$ cat src/rtl/can_bt_pkg.sv
package can_bt_pkg;

    // Field widths of the packed timing word (each field holds value - 1)
    localparam int PRESC_FW = 8;
    localparam int TS1_FW   = 4;
    localparam int TS2_FW   = 3;
    localparam int SJW_FW   = 2;

    // Field positions: these are decoded by software writing the word
    localparam int TS2_LSB    = 0;
    localparam int TS1_LSB    = TS2_LSB + TS2_FW;
    localparam int TRIPLE_BIT = TS1_LSB + TS1_FW;
    localparam int SJW_LSB    = 8;
    localparam int PRESC_LSB  = 16;
    localparam int REG_W      = PRESC_LSB + PRESC_FW;

    // Widths of decoded (value, not value-1) fields
    localparam int PRESC_VW = PRESC_FW + 1;
    localparam int TS1_VW   = TS1_FW + 1;
    localparam int TS2_VW   = TS2_FW + 1;
    localparam int SJW_VW   = SJW_FW + 1;

    // Segment counter must hold TS1 max plus SJW max
    localparam int CNT_W = TS1_VW + 1;

    // Smallest prescaler at which majority sampling is honoured
    localparam int TRIPLE_MIN_PRESC = 5;

    typedef enum logic [1:0] {
        SEG_SYNC = 2'd0,
        SEG_PH1  = 2'd1,
        SEG_PH2  = 2'd2
    } seg_e;

    typedef struct packed {
        logic [PRESC_VW-1:0] presc;
        logic [TS1_VW-1:0]   ts1;
        logic [TS2_VW-1:0]   ts2;
        logic [SJW_VW-1:0]   sjw;
        logic                triple;
    } bt_cfg_t;

    function automatic bt_cfg_t decode_timing(input logic [REG_W-1:0] raw);
        bt_cfg_t c;
        c.presc  = PRESC_VW'(raw[PRESC_LSB +: PRESC_FW]) + PRESC_VW'(1);
        c.ts1    = TS1_VW'(raw[TS1_LSB +: TS1_FW]) + TS1_VW'(1);
        c.ts2    = TS2_VW'(raw[TS2_LSB +: TS2_FW]) + TS2_VW'(1);
        c.sjw    = SJW_VW'(raw[SJW_LSB +: SJW_FW]) + SJW_VW'(1);
        c.triple = raw[TRIPLE_BIT] && (c.presc >= PRESC_VW'(TRIPLE_MIN_PRESC));
        return c;
    endfunction

    function automatic logic vote3(input logic a, input logic b, input logic c);
        return (a & b) | (a & c) | (b & c);
    endfunction

endpackage

$ cat src/rtl/can_bt_prescaler.sv
module can_bt_prescaler
    import can_bt_pkg::*;
#(
    parameter int VW = PRESC_VW
) (
    input  logic          clk,
    input  logic          rst,
    input  logic          hold,
    input  logic          restart,
    input  logic [VW-1:0] div,
    output logic          tick
);

    logic [VW-1:0] cnt;

    assign tick = !hold && (cnt == div - VW'(1));

    always_ff @(posedge clk) begin
        if (rst || hold || restart) begin
            cnt <= '0;
        end else if (tick) begin
            cnt <= '0;
        end else begin
            cnt <= cnt + VW'(1);
        end
    end

    // with a divide above one, quantum ends are never back to back
    p_quantum_gap_r1: assert property (@(posedge clk) disable iff (rst)
        (tick && div > VW'(1)) |=> !tick);

    // the divider count stays inside the quantum
    p_cnt_in_range_r1: assert property (@(posedge clk) disable iff (rst)
        !hold |-> cnt < div);

endmodule

$ cat src/rtl/can_bt_edge.sv
module can_bt_edge (
    input  logic clk,
    input  logic rst,
    input  logic rx_in,
    input  logic sof_arm,
    output logic rx_s,
    output logic hard_edge,
    output logic resync_edge
);

    logic rx_d;
    logic falling;

    always_ff @(posedge clk) begin
        if (rst) begin
            rx_s <= 1'b1;
            rx_d <= 1'b1;
        end else begin
            rx_s <= rx_in;
            rx_d <= rx_s;
        end
    end

    assign falling     = rx_d && !rx_s;
    assign hard_edge   = falling && sof_arm;
    assign resync_edge = falling && !sof_arm;

endmodule

$ cat src/rtl/can_bt_seg_fsm.sv
module can_bt_seg_fsm
    import can_bt_pkg::*;
(
    input  logic              clk,
    input  logic              rst,
    input  logic              hold,
    input  logic              tick,
    input  logic              hard_edge,
    input  logic              resync_edge,
    input  logic [TS1_VW-1:0] ts1,
    input  logic [TS2_VW-1:0] ts2,
    input  logic [SJW_VW-1:0] sjw,
    output logic              sample_stb,
    output logic              txpt_stb,
    output logic              presc_restart
);

    seg_e             seg;
    logic [CNT_W-1:0] cnt;
    logic [CNT_W-1:0] ph1_lim;
    logic [CNT_W-1:0] ph2_lim;
    logic             resynced;

    logic [CNT_W-1:0] sjw_c;
    logic [CNT_W-1:0] late_err;
    logic [CNT_W-1:0] late_ext;
    logic [CNT_W-1:0] remain;
    logic             do_late;
    logic             do_early;
    logic             early_restart;
    logic             early_short;
    logic [CNT_W-1:0] lim1_eff;
    logic [CNT_W-1:0] lim2_eff;
    logic             restart_bit;

    always_comb begin
        sjw_c         = CNT_W'(sjw);
        late_err      = cnt + CNT_W'(1);
        late_ext      = (late_err < sjw_c) ? late_err : sjw_c;
        remain        = ph2_lim - cnt;
        do_late       = resync_edge && !resynced && (seg == SEG_PH1);
        do_early      = resync_edge && !resynced && (seg == SEG_PH2);
        early_restart = do_early && (remain <= sjw_c);
        early_short   = do_early && !early_restart;
        lim1_eff      = ph1_lim + (do_late ? late_ext : '0);
        lim2_eff      = ph2_lim - (early_short ? sjw_c : '0);
        restart_bit   = hard_edge || early_restart;
    end

    assign sample_stb    = tick && (seg == SEG_PH1) && (cnt == lim1_eff - CNT_W'(1))
                           && !hard_edge;
    assign txpt_stb      = tick && (seg == SEG_PH2) && (cnt >= lim2_eff - CNT_W'(1))
                           && !restart_bit;
    assign presc_restart = restart_bit;

    always_ff @(posedge clk) begin
        if (rst || hold || restart_bit) begin
            seg      <= SEG_SYNC;
            cnt      <= '0;
            ph1_lim  <= CNT_W'(ts1);
            ph2_lim  <= CNT_W'(ts2);
            resynced <= 1'b0;
        end else begin
            if (do_late) begin
                ph1_lim  <= lim1_eff;
                resynced <= 1'b1;
            end
            if (early_short) begin
                ph2_lim  <= lim2_eff;
                resynced <= 1'b1;
            end
            if (tick) begin
                unique case (seg)
                    SEG_SYNC: begin
                        seg <= SEG_PH1;
                        cnt <= '0;
                    end
                    SEG_PH1: begin
                        if (cnt == lim1_eff - CNT_W'(1)) begin
                            seg <= SEG_PH2;
                            cnt <= '0;
                        end else begin
                            cnt <= cnt + CNT_W'(1);
                        end
                    end
                    SEG_PH2: begin
                        if (cnt >= lim2_eff - CNT_W'(1)) begin
                            seg      <= SEG_SYNC;
                            cnt      <= '0;
                            ph1_lim  <= CNT_W'(ts1);
                            ph2_lim  <= CNT_W'(ts2);
                            resynced <= 1'b0;
                        end else begin
                            cnt <= cnt + CNT_W'(1);
                        end
                    end
                    default: seg <= SEG_SYNC;
                endcase
            end
        end
    end

    // first segment count never passes its (possibly lengthened) limit
    p_ph1_bound_r6: assert property (@(posedge clk) disable iff (rst)
        (seg == SEG_PH1) |-> cnt < ph1_lim);

    // second segment count never passes its (possibly shortened) limit
    p_ph2_bound_r7: assert property (@(posedge clk) disable iff (rst)
        (seg == SEG_PH2) |-> cnt < ph2_lim);

    // a hard sync lands in the first quantum of a new bit
    p_hard_restart_r5: assert property (@(posedge clk) disable iff (rst)
        (hard_edge && !hold) |=> (seg == SEG_SYNC && cnt == '0));

endmodule

$ cat src/rtl/can_bt_sampler.sv
module can_bt_sampler
    import can_bt_pkg::*;
(
    input  logic clk,
    input  logic rst,
    input  logic tick,
    input  logic sample_stb,
    input  logic triple,
    input  logic rx_s,
    output logic rx_bit
);

    logic [1:0] hist;

    always_ff @(posedge clk) begin
        if (rst) begin
            hist   <= 2'b11;
            rx_bit <= 1'b1;
        end else begin
            if (tick) begin
                hist <= {hist[0], rx_s};
            end
            if (sample_stb) begin
                rx_bit <= triple ? vote3(hist[1], hist[0], rx_s) : rx_s;
            end
        end
    end

    // the sampled bit moves only on the clock after a sample strobe
    p_rxbit_hold_r9: assert property (@(posedge clk) disable iff (rst)
        !sample_stb |=> $stable(rx_bit));

endmodule

$ cat src/rtl/can_bit_timer.sv
module can_bit_timer
    import can_bt_pkg::*;
(
    input  logic             clk,
    input  logic             rst,
    input  logic             cfg_en,
    input  logic             cfg_we,
    input  logic [REG_W-1:0] cfg_wdata,
    input  logic             sof_arm,
    input  logic             rx_in,
    output logic             sample_stb,
    output logic             txpt_stb,
    output logic             rx_bit
);

    logic [REG_W-1:0] cfg_raw;
    bt_cfg_t          cfg;
    logic             tick;
    logic             rx_s;
    logic             hard_edge;
    logic             resync_edge;
    logic             presc_restart;

    always_ff @(posedge clk) begin
        if (rst) begin
            cfg_raw <= '0;
        end else if (cfg_we && cfg_en) begin
            cfg_raw <= cfg_wdata;
        end
    end

    assign cfg = decode_timing(cfg_raw);

    can_bt_prescaler #(.VW(PRESC_VW)) u_presc (
        .clk     (clk),
        .rst     (rst),
        .hold    (cfg_en),
        .restart (presc_restart),
        .div     (cfg.presc),
        .tick    (tick)
    );

    can_bt_edge u_edge (
        .clk         (clk),
        .rst         (rst),
        .rx_in       (rx_in),
        .sof_arm     (sof_arm),
        .rx_s        (rx_s),
        .hard_edge   (hard_edge),
        .resync_edge (resync_edge)
    );

    can_bt_seg_fsm u_fsm (
        .clk           (clk),
        .rst           (rst),
        .hold          (cfg_en),
        .tick          (tick),
        .hard_edge     (hard_edge),
        .resync_edge   (resync_edge),
        .ts1           (cfg.ts1),
        .ts2           (cfg.ts2),
        .sjw           (cfg.sjw),
        .sample_stb    (sample_stb),
        .txpt_stb      (txpt_stb),
        .presc_restart (presc_restart)
    );

    can_bt_sampler u_samp (
        .clk        (clk),
        .rst        (rst),
        .tick       (tick),
        .sample_stb (sample_stb),
        .triple     (cfg.triple),
        .rx_s       (rx_s),
        .rx_bit     (rx_bit)
    );

    // the timing word is untouched unless written in configuration mode
    p_cfg_locked_r3: assert property (@(posedge clk) disable iff (rst)
        !(cfg_we && cfg_en) |=> $stable(cfg_raw));

    // no strobes while in configuration mode
    p_quiet_cfg_r4: assert property (@(posedge clk) disable iff (rst)
        cfg_en |-> (!sample_stb && !txpt_stb));

    // sample point and bit boundary never coincide
    p_strobe_excl_r2: assert property (@(posedge clk) disable iff (rst)
        $onehot0({sample_stb, txpt_stb}));

endmodule

$ cat config.mk
export PLATFORM = sky130hd
export DESIGN_NAME = can_bit_timer
export DESIGN_NICKNAME = d
export VERILOG_FILES = /design/src/rtl/can_bt_pkg.sv /design/src/rtl/can_bt_prescaler.sv /design/src/rtl/can_bt_edge.sv /design/src/rtl/can_bt_seg_fsm.sv /design/src/rtl/can_bt_sampler.sv /design/src/rtl/can_bit_timer.sv
export SDC_FILE = /design/constraint.sdc
export NUM_CORES = 1
export LEC_CHECK = 0
export ABC_AREA = 1
export BUFFER_PORTS_ARGS = -buffer_cell sky130_fd_sc_hd__buf_2
export CORE_MARGIN = 3
export CORE_UTILIZATION = 55
export CTS_CLUSTER_DIAMETER = 30
export DETAILED_ROUTE_END_ITERATION = 8
export MAX_ROUTING_LAYER = met4
export PLACE_DENSITY = 0.77
export SYNTH_ARGS = -nofsm -noshare
export SYNTH_HDL_FRONTEND = slang
export SYNTH_SLANG_ARGS = --single-unit
$ cat constraint.sdc
create_clock -name clk -period 4.4 [get_ports clk]
set_input_delay 0 -clock clk [delete_from_list [all_inputs] [get_ports clk]]
set_output_delay 0 -clock clk [all_outputs]
set_load 0.03 [all_outputs]
==> out/results.md <==
| Group | Item | Reported |
|:---|:---|:---|
| run status | Outcome | finished, violations left |
| run status | Failing checks | setup timing |
| timing | Relative slew slack | 0.435 |
| final layout | Multi-input combinational cell area | 3090 um^2 |
| floorplanning | Die width | 93.3 um |
| setup path | Worst-path cell with the longest stage delay | sky130_fd_sc_hd__fa_2 |
| logic synthesis | Largest family of logic cells by synthesized area | simple AND/OR/NAND/NOR gates |
| grt | Overflow left after global routing | 0 |
| detailed routing | Initial DRC count | 253 |
| detailed routing | Number of DRC violations after detailed routing | 0 |
| setup path | Terminus of the critical flop-to-flop path | u_fsm.ph1_lim[0]$_DFF_P_ |
| setup path | Origin of the critical flop-to-flop path | u_fsm.ph2_lim[0]$_DFF_P_ |
| logic synthesis | Part of the Yosys area used for sequential elements | 0.253 |
| logic synthesis | Simple-gate portion of the synthesized area | 0.357 |
| final layout | Sequential standard cell area | 1060 um^2 |
| power | Power Internal | 881 uW |
| detailed routing | Detailed-route wire length per cell | 15.4 um |
| clocking | Clock root cell | sky130_fd_sc_hd__clkbuf_8 |
| logic synthesis | Post-Syn Area | 4200 um^2 |
| clocking | Bufs on Longest Clock Path | 2 |
| clocking | CTS tree | built |
| detailed routing | Number of antenna-violating nets in the routed design | 0 |
| detailed routing | Ratio of routed vias to standard cells | 5.57 |
| logic synthesis | Synthesized area per cell | 6.51 um^2 |
| timing | Slew at the pin closest to its max-slew limit | 845 ps |
| setup path | Endpoint type of the worst setup path | output port |
| final layout | Nets | 810 |
| logic synthesis | Prevailing post-synth register cell | sky130_fd_sc_hd__dfxtp_1 |
| final layout | Layout cells sized above 1 | 0.270 |
| logic synthesis | Number of enable-type register cells in the synthesized netlist | 0 |
| timing | Slack of the critical path | -538 ps |
| floorplanning | Placement Rows | 31 |
| power | IR Drop Worst-Case VDD | 0.000179 V |
| grt | Via count of the first global-routing pass | 4433 |
| hold path | Min-Delay Path Class | in -> reg |
| hold path | Worst hold path startpoint | cfg_wdata[8] |
| final layout | Layout filler cell count | 524 |
| clocking | Reg clk slew, reported paths | 100 ps |
| grt | Number of antenna violations at the first check in global routing | 0 |
| clocking | Total CTS buffers | 5 |
| timing | Final worst-path cycle share | 1.12 |
| grt | Overall track demand over capacity in global routing | 0.281 |
| detailed routing | Detailed-router iteration count before antenna repair | 5 |
| place | Final HPWL DP | 8360 um |
| timing | Time the worst path needs with I/O delays and setup | 4940 ps |
| run | Max-cap check violation count | 0 |
| place | Number of buffers inserted by port buffering | 26 |
| logic synthesis | Fraction of synthesis flops using an asynchronous set or reset pin | 0 |
| setup path | Biggest cell delay along the critical path | 520 ps |
| power | Part of the total power dissipated in the clock network | 0.233 |
| setup path | Path depth of the worst reg2reg path | 30 |
| timing | Achievable clock frequency | 203 MHz |
| final layout | Layout overhead on the synthesized area | 31.6% |
| power | Sequential Power Share | 0.384 |
| logic synthesis | Count of state elements after synthesis | 53 |
| grt | Pin count of the biggest net entering global routing | 32 |
| power | Fraction of power consumed by combinational cells | 0.383 |
| floorplanning | Initial core utilization | 0.572 |
| detailed routing | Vias after detailed routing | 4678 |
| clocking | Insertion delay to the later sink of the worst-skew pair | 320 ps |
| logic synthesis | Adder-cell share of the synthesized area | 0.125 |
| timing | Max Clock Skew | 8.35 ps |
| timing | Unrepaired setup endpoints after global routing | yes |
| logic synthesis | Multiplexer share of the synthesized area | 0 |
| hold path | Number of cells on the worst hold path | 3 |
| detailed routing | Total detailed-routing wirelength | 12900 um |
| floorplanning | Number of primary I/O pins | 33 |
| logic synthesis | Synth Area in XOR/XNOR | 0.0480 |
| timing | Max-slew violations | 0 |
| clocking | Number of clock sinks seen by CTS | 53 |
| setup path | Startpoint-to-endpoint class of the critical path | reg -> out |
| floorplanning | Die area | 8710 um^2 |
| floorplanning | Area of the placeable core | 7330 um^2 |
| floorplanning | Die Height | 93.3 um |
| hold path | Destination of the worst hold path | cfg_raw[8]$_SDFFE_PP0P_ |
| logic synthesis | Compound-gate portion of the synthesized area | 0.113 |
| power | Pwr Density | 248 nW/um^2 |
| final layout | Utilization after layout | 0.753 |
| logic synthesis | Synth cell types | 40 |
| place | RePlAce Congestion | 0.988 |
| timing | Setup violations, final | 22 |
| logic synthesis | Synthesis Warnings | 0 |
| setup path | Req. time, crit path | 4400 ps |
| power | Switching part of the total | 0.358 |
| place | Worst setup slack after placement | -280 ps |
| setup path | Largest fanout on the critical path | 4 |
| power | Switching pwr | 490 uW |
| logic synthesis | Number of instances in the synthesized netlist | 644 |
| power | Leakage power figure | 2.60 nW |
| setup path | Setup slack of the most critical reg-to-reg path | -510 ps |
| setup path | Kind of start point of the critical path | flop |
| setup path | Data arrival time of the worst path | 4940 ps |
| final layout | Number of antenna diodes | 0 |
| clocking | CTS HTree Levels | 2 |
| timing | Endpoints failing hold | 0 |
| grt | Global-route wire length before repair | 19100 um |
==> flip-flops by register name (all words and copies together) (netlist names) <==
register and count:
cfg_raw 18, u_presc.cnt 9, u_fsm.cnt 6, u_fsm.ph1_lim 6, u_fsm.ph2_lim 6, u_fsm.seg 2
u_samp.hist 2, u_edge.rx_d 1, u_edge.rx_s 1, u_fsm.resynced 1, u_samp.rx_bit 1
==> synth_stat cells, types with 5 or more instances <==
cell type | number | area (um^2)
sky130_fd_sc_hd__dfxtp_1 | 53 | 1060
sky130_fd_sc_hd__nor2_1 | 57 | 214
sky130_fd_sc_hd__nor3_1 | 5 | 25.0
sky130_fd_sc_hd__clkbuf_1 | 8 | 30.0
sky130_fd_sc_hd__ha_1 | 37 | 463
sky130_fd_sc_hd__nand2_1 | 157 | 589
sky130_fd_sc_hd__nand3_1 | 61 | 305
sky130_fd_sc_hd__a21oi_1 | 36 | 180
sky130_fd_sc_hd__nand4_1 | 17 | 106
sky130_fd_sc_hd__o21ai_0 | 38 | 190
sky130_fd_sc_hd__o21ai_1 | 7 | 35.0
sky130_fd_sc_hd__nand2_2 | 12 | 75.1
sky130_fd_sc_hd__xor2_1 | 13 | 114
sky130_fd_sc_hd__xnor2_1 | 10 | 87.6
sky130_fd_sc_hd__inv_1 | 93 | 349
==> per-layer routing <==
layer | track usage | vias to the layer above | part of all wire
met4 | 0.100 | 0 | 0.047
li1 | - | 2273 | -
met3 | 0.0346 | 64 | 0.059
met5 | - | - | 0
met1 | 0.311 | 2146 | 0.40
met2 | 0.515 | 195 | 0.49
==> worst max-delay path, delay by kind of cell (launching register included) <==
| family | cells | cell delay (ps) |
|---|---|---|
| compound gates | 2 | 290 |
| xor+xnor | 2 | 280 |
| fa+ha+maj | 6 | 1770 |
| buf+inv | 6 | 580 |
| flops | 1 | 340 |
| simple gates | 12 | 1350 |
==> power groups by stage <==
stage	logic (mW)	registers (mW)	clock network, mW
3_5_place_dp	0.359	0.536	0
4_1_cts	0.442	0.526	0.322
2_1_floorplan	0.259	0.530	0
3_3_place_gp	0.347	0.535	0
6_report	0.525	0.526	0.320
5_1_grt	0.568	0.530	0.333
==> per-stage QoR <==
| step | power [mW] | std cells | cell area, um^2 | TNS [ps] | hold slack [ps] |
|---|---|---|---|---|---|
| after global routing | 1.43 | 840 | 5520 | -13720 | 18.8 |
| after floorplan | 0.789 | 645 | 4230 | 0 | 104 |
| after CTS | 1.29 | 834 | 5250 | -4340 | 3.58 |
| after global placement | 0.882 | 796 | 4700 | -1080 | 215 |
| final | 1.37 | 840 | 5520 | -9860 | 8.41 |
| after detailed placement | 0.896 | 796 | 4700 | -4330 | 225 |
==> placed cells by master (no fill, tap or decap), drive strengths merged, types with 3 or more instances in the layout <==
| master | Yosys | final |
|---|---|---|
| a211oi | 3 | 3 |
| ha | 37 | 37 |
| nand4 | 18 | 18 |
| nand2 | 171 | 172 |
| nor2 | 61 | 61 |
| clkbuf | 9 | 7 |
| o211ai | 3 | 3 |
| nor3 | 7 | 7 |
| dlygate4sd3 | 0 | 15 |
| inv | 97 | 98 |
| xnor2 | 10 | 10 |
| dfxtp | 53 | 53 |
| clkinv | 3 | 3 |
| buf | 2 | 83 |
| xor2 | 13 | 13 |
| a21oi | 36 | 36 |
| o21ai | 45 | 45 |
| fa | 3 | 3 |
| nand3 | 63 | 63 |
==> worst max-delay path by stage <==
stage / from / endpoint / slack [ps] / depth (start not counted)
2_1_floorplan: u_fsm.ph2_lim[0]$_DFF_P_ / u_fsm.ph1_lim[3]$_DFF_P_ / 10 / 36
5_1_grt: u_fsm.ph2_lim[0]$_DFF_P_ / txpt_stb / -680 / 33
4_1_cts: u_fsm.ph2_lim[0]$_DFF_P_ / txpt_stb / -260 / 33
6_report: u_fsm.ph2_lim[0]$_DFF_P_ / txpt_stb / -540 / 28
3_5_place_dp: u_fsm.ph2_lim[0]$_DFF_P_ / u_fsm.ph1_lim[3]$_DFF_P_ / -280 / 32
3_3_place_gp: u_fsm.ph2_lim[0]$_DFF_P_ / u_fsm.seg[1]$_SDFFE_PP0P_ / -110 / 27
==> what timing repair did <==
action | 4_1_cts | 5_1_grt
gates cloned | 0 | 1
gates resized for setup | 52 | 54
pin swaps | 21 | 27
hold buffers | 15 | 0
buffers inserted | 15 | 5
endpoints found under the hold margin | 14 | 0
endpoints found under the setup margin | 23 | 24
==> logic make-up after synthesis <==
kind of cell | Yosys count
AO/OA/AOI/OAI | 90
XOR/XNOR | 23
adder cells (fa/ha/maj) | 40
buffers and inverters | 111
flip-flops | 53
other | 1
AND/OR/NAND/NOR | 326
==> final cells by class <==
type,count,share of cell area
flip-flops and latches,53,0.193
repair buffers,98,0.137
clock buffers,7,0.0175
clock inverters,1,0.00159
multi-input cells,482,0.559
inverters,100,0.0698
well taps,99,0.0224
(Power assumes the default switching activity.)
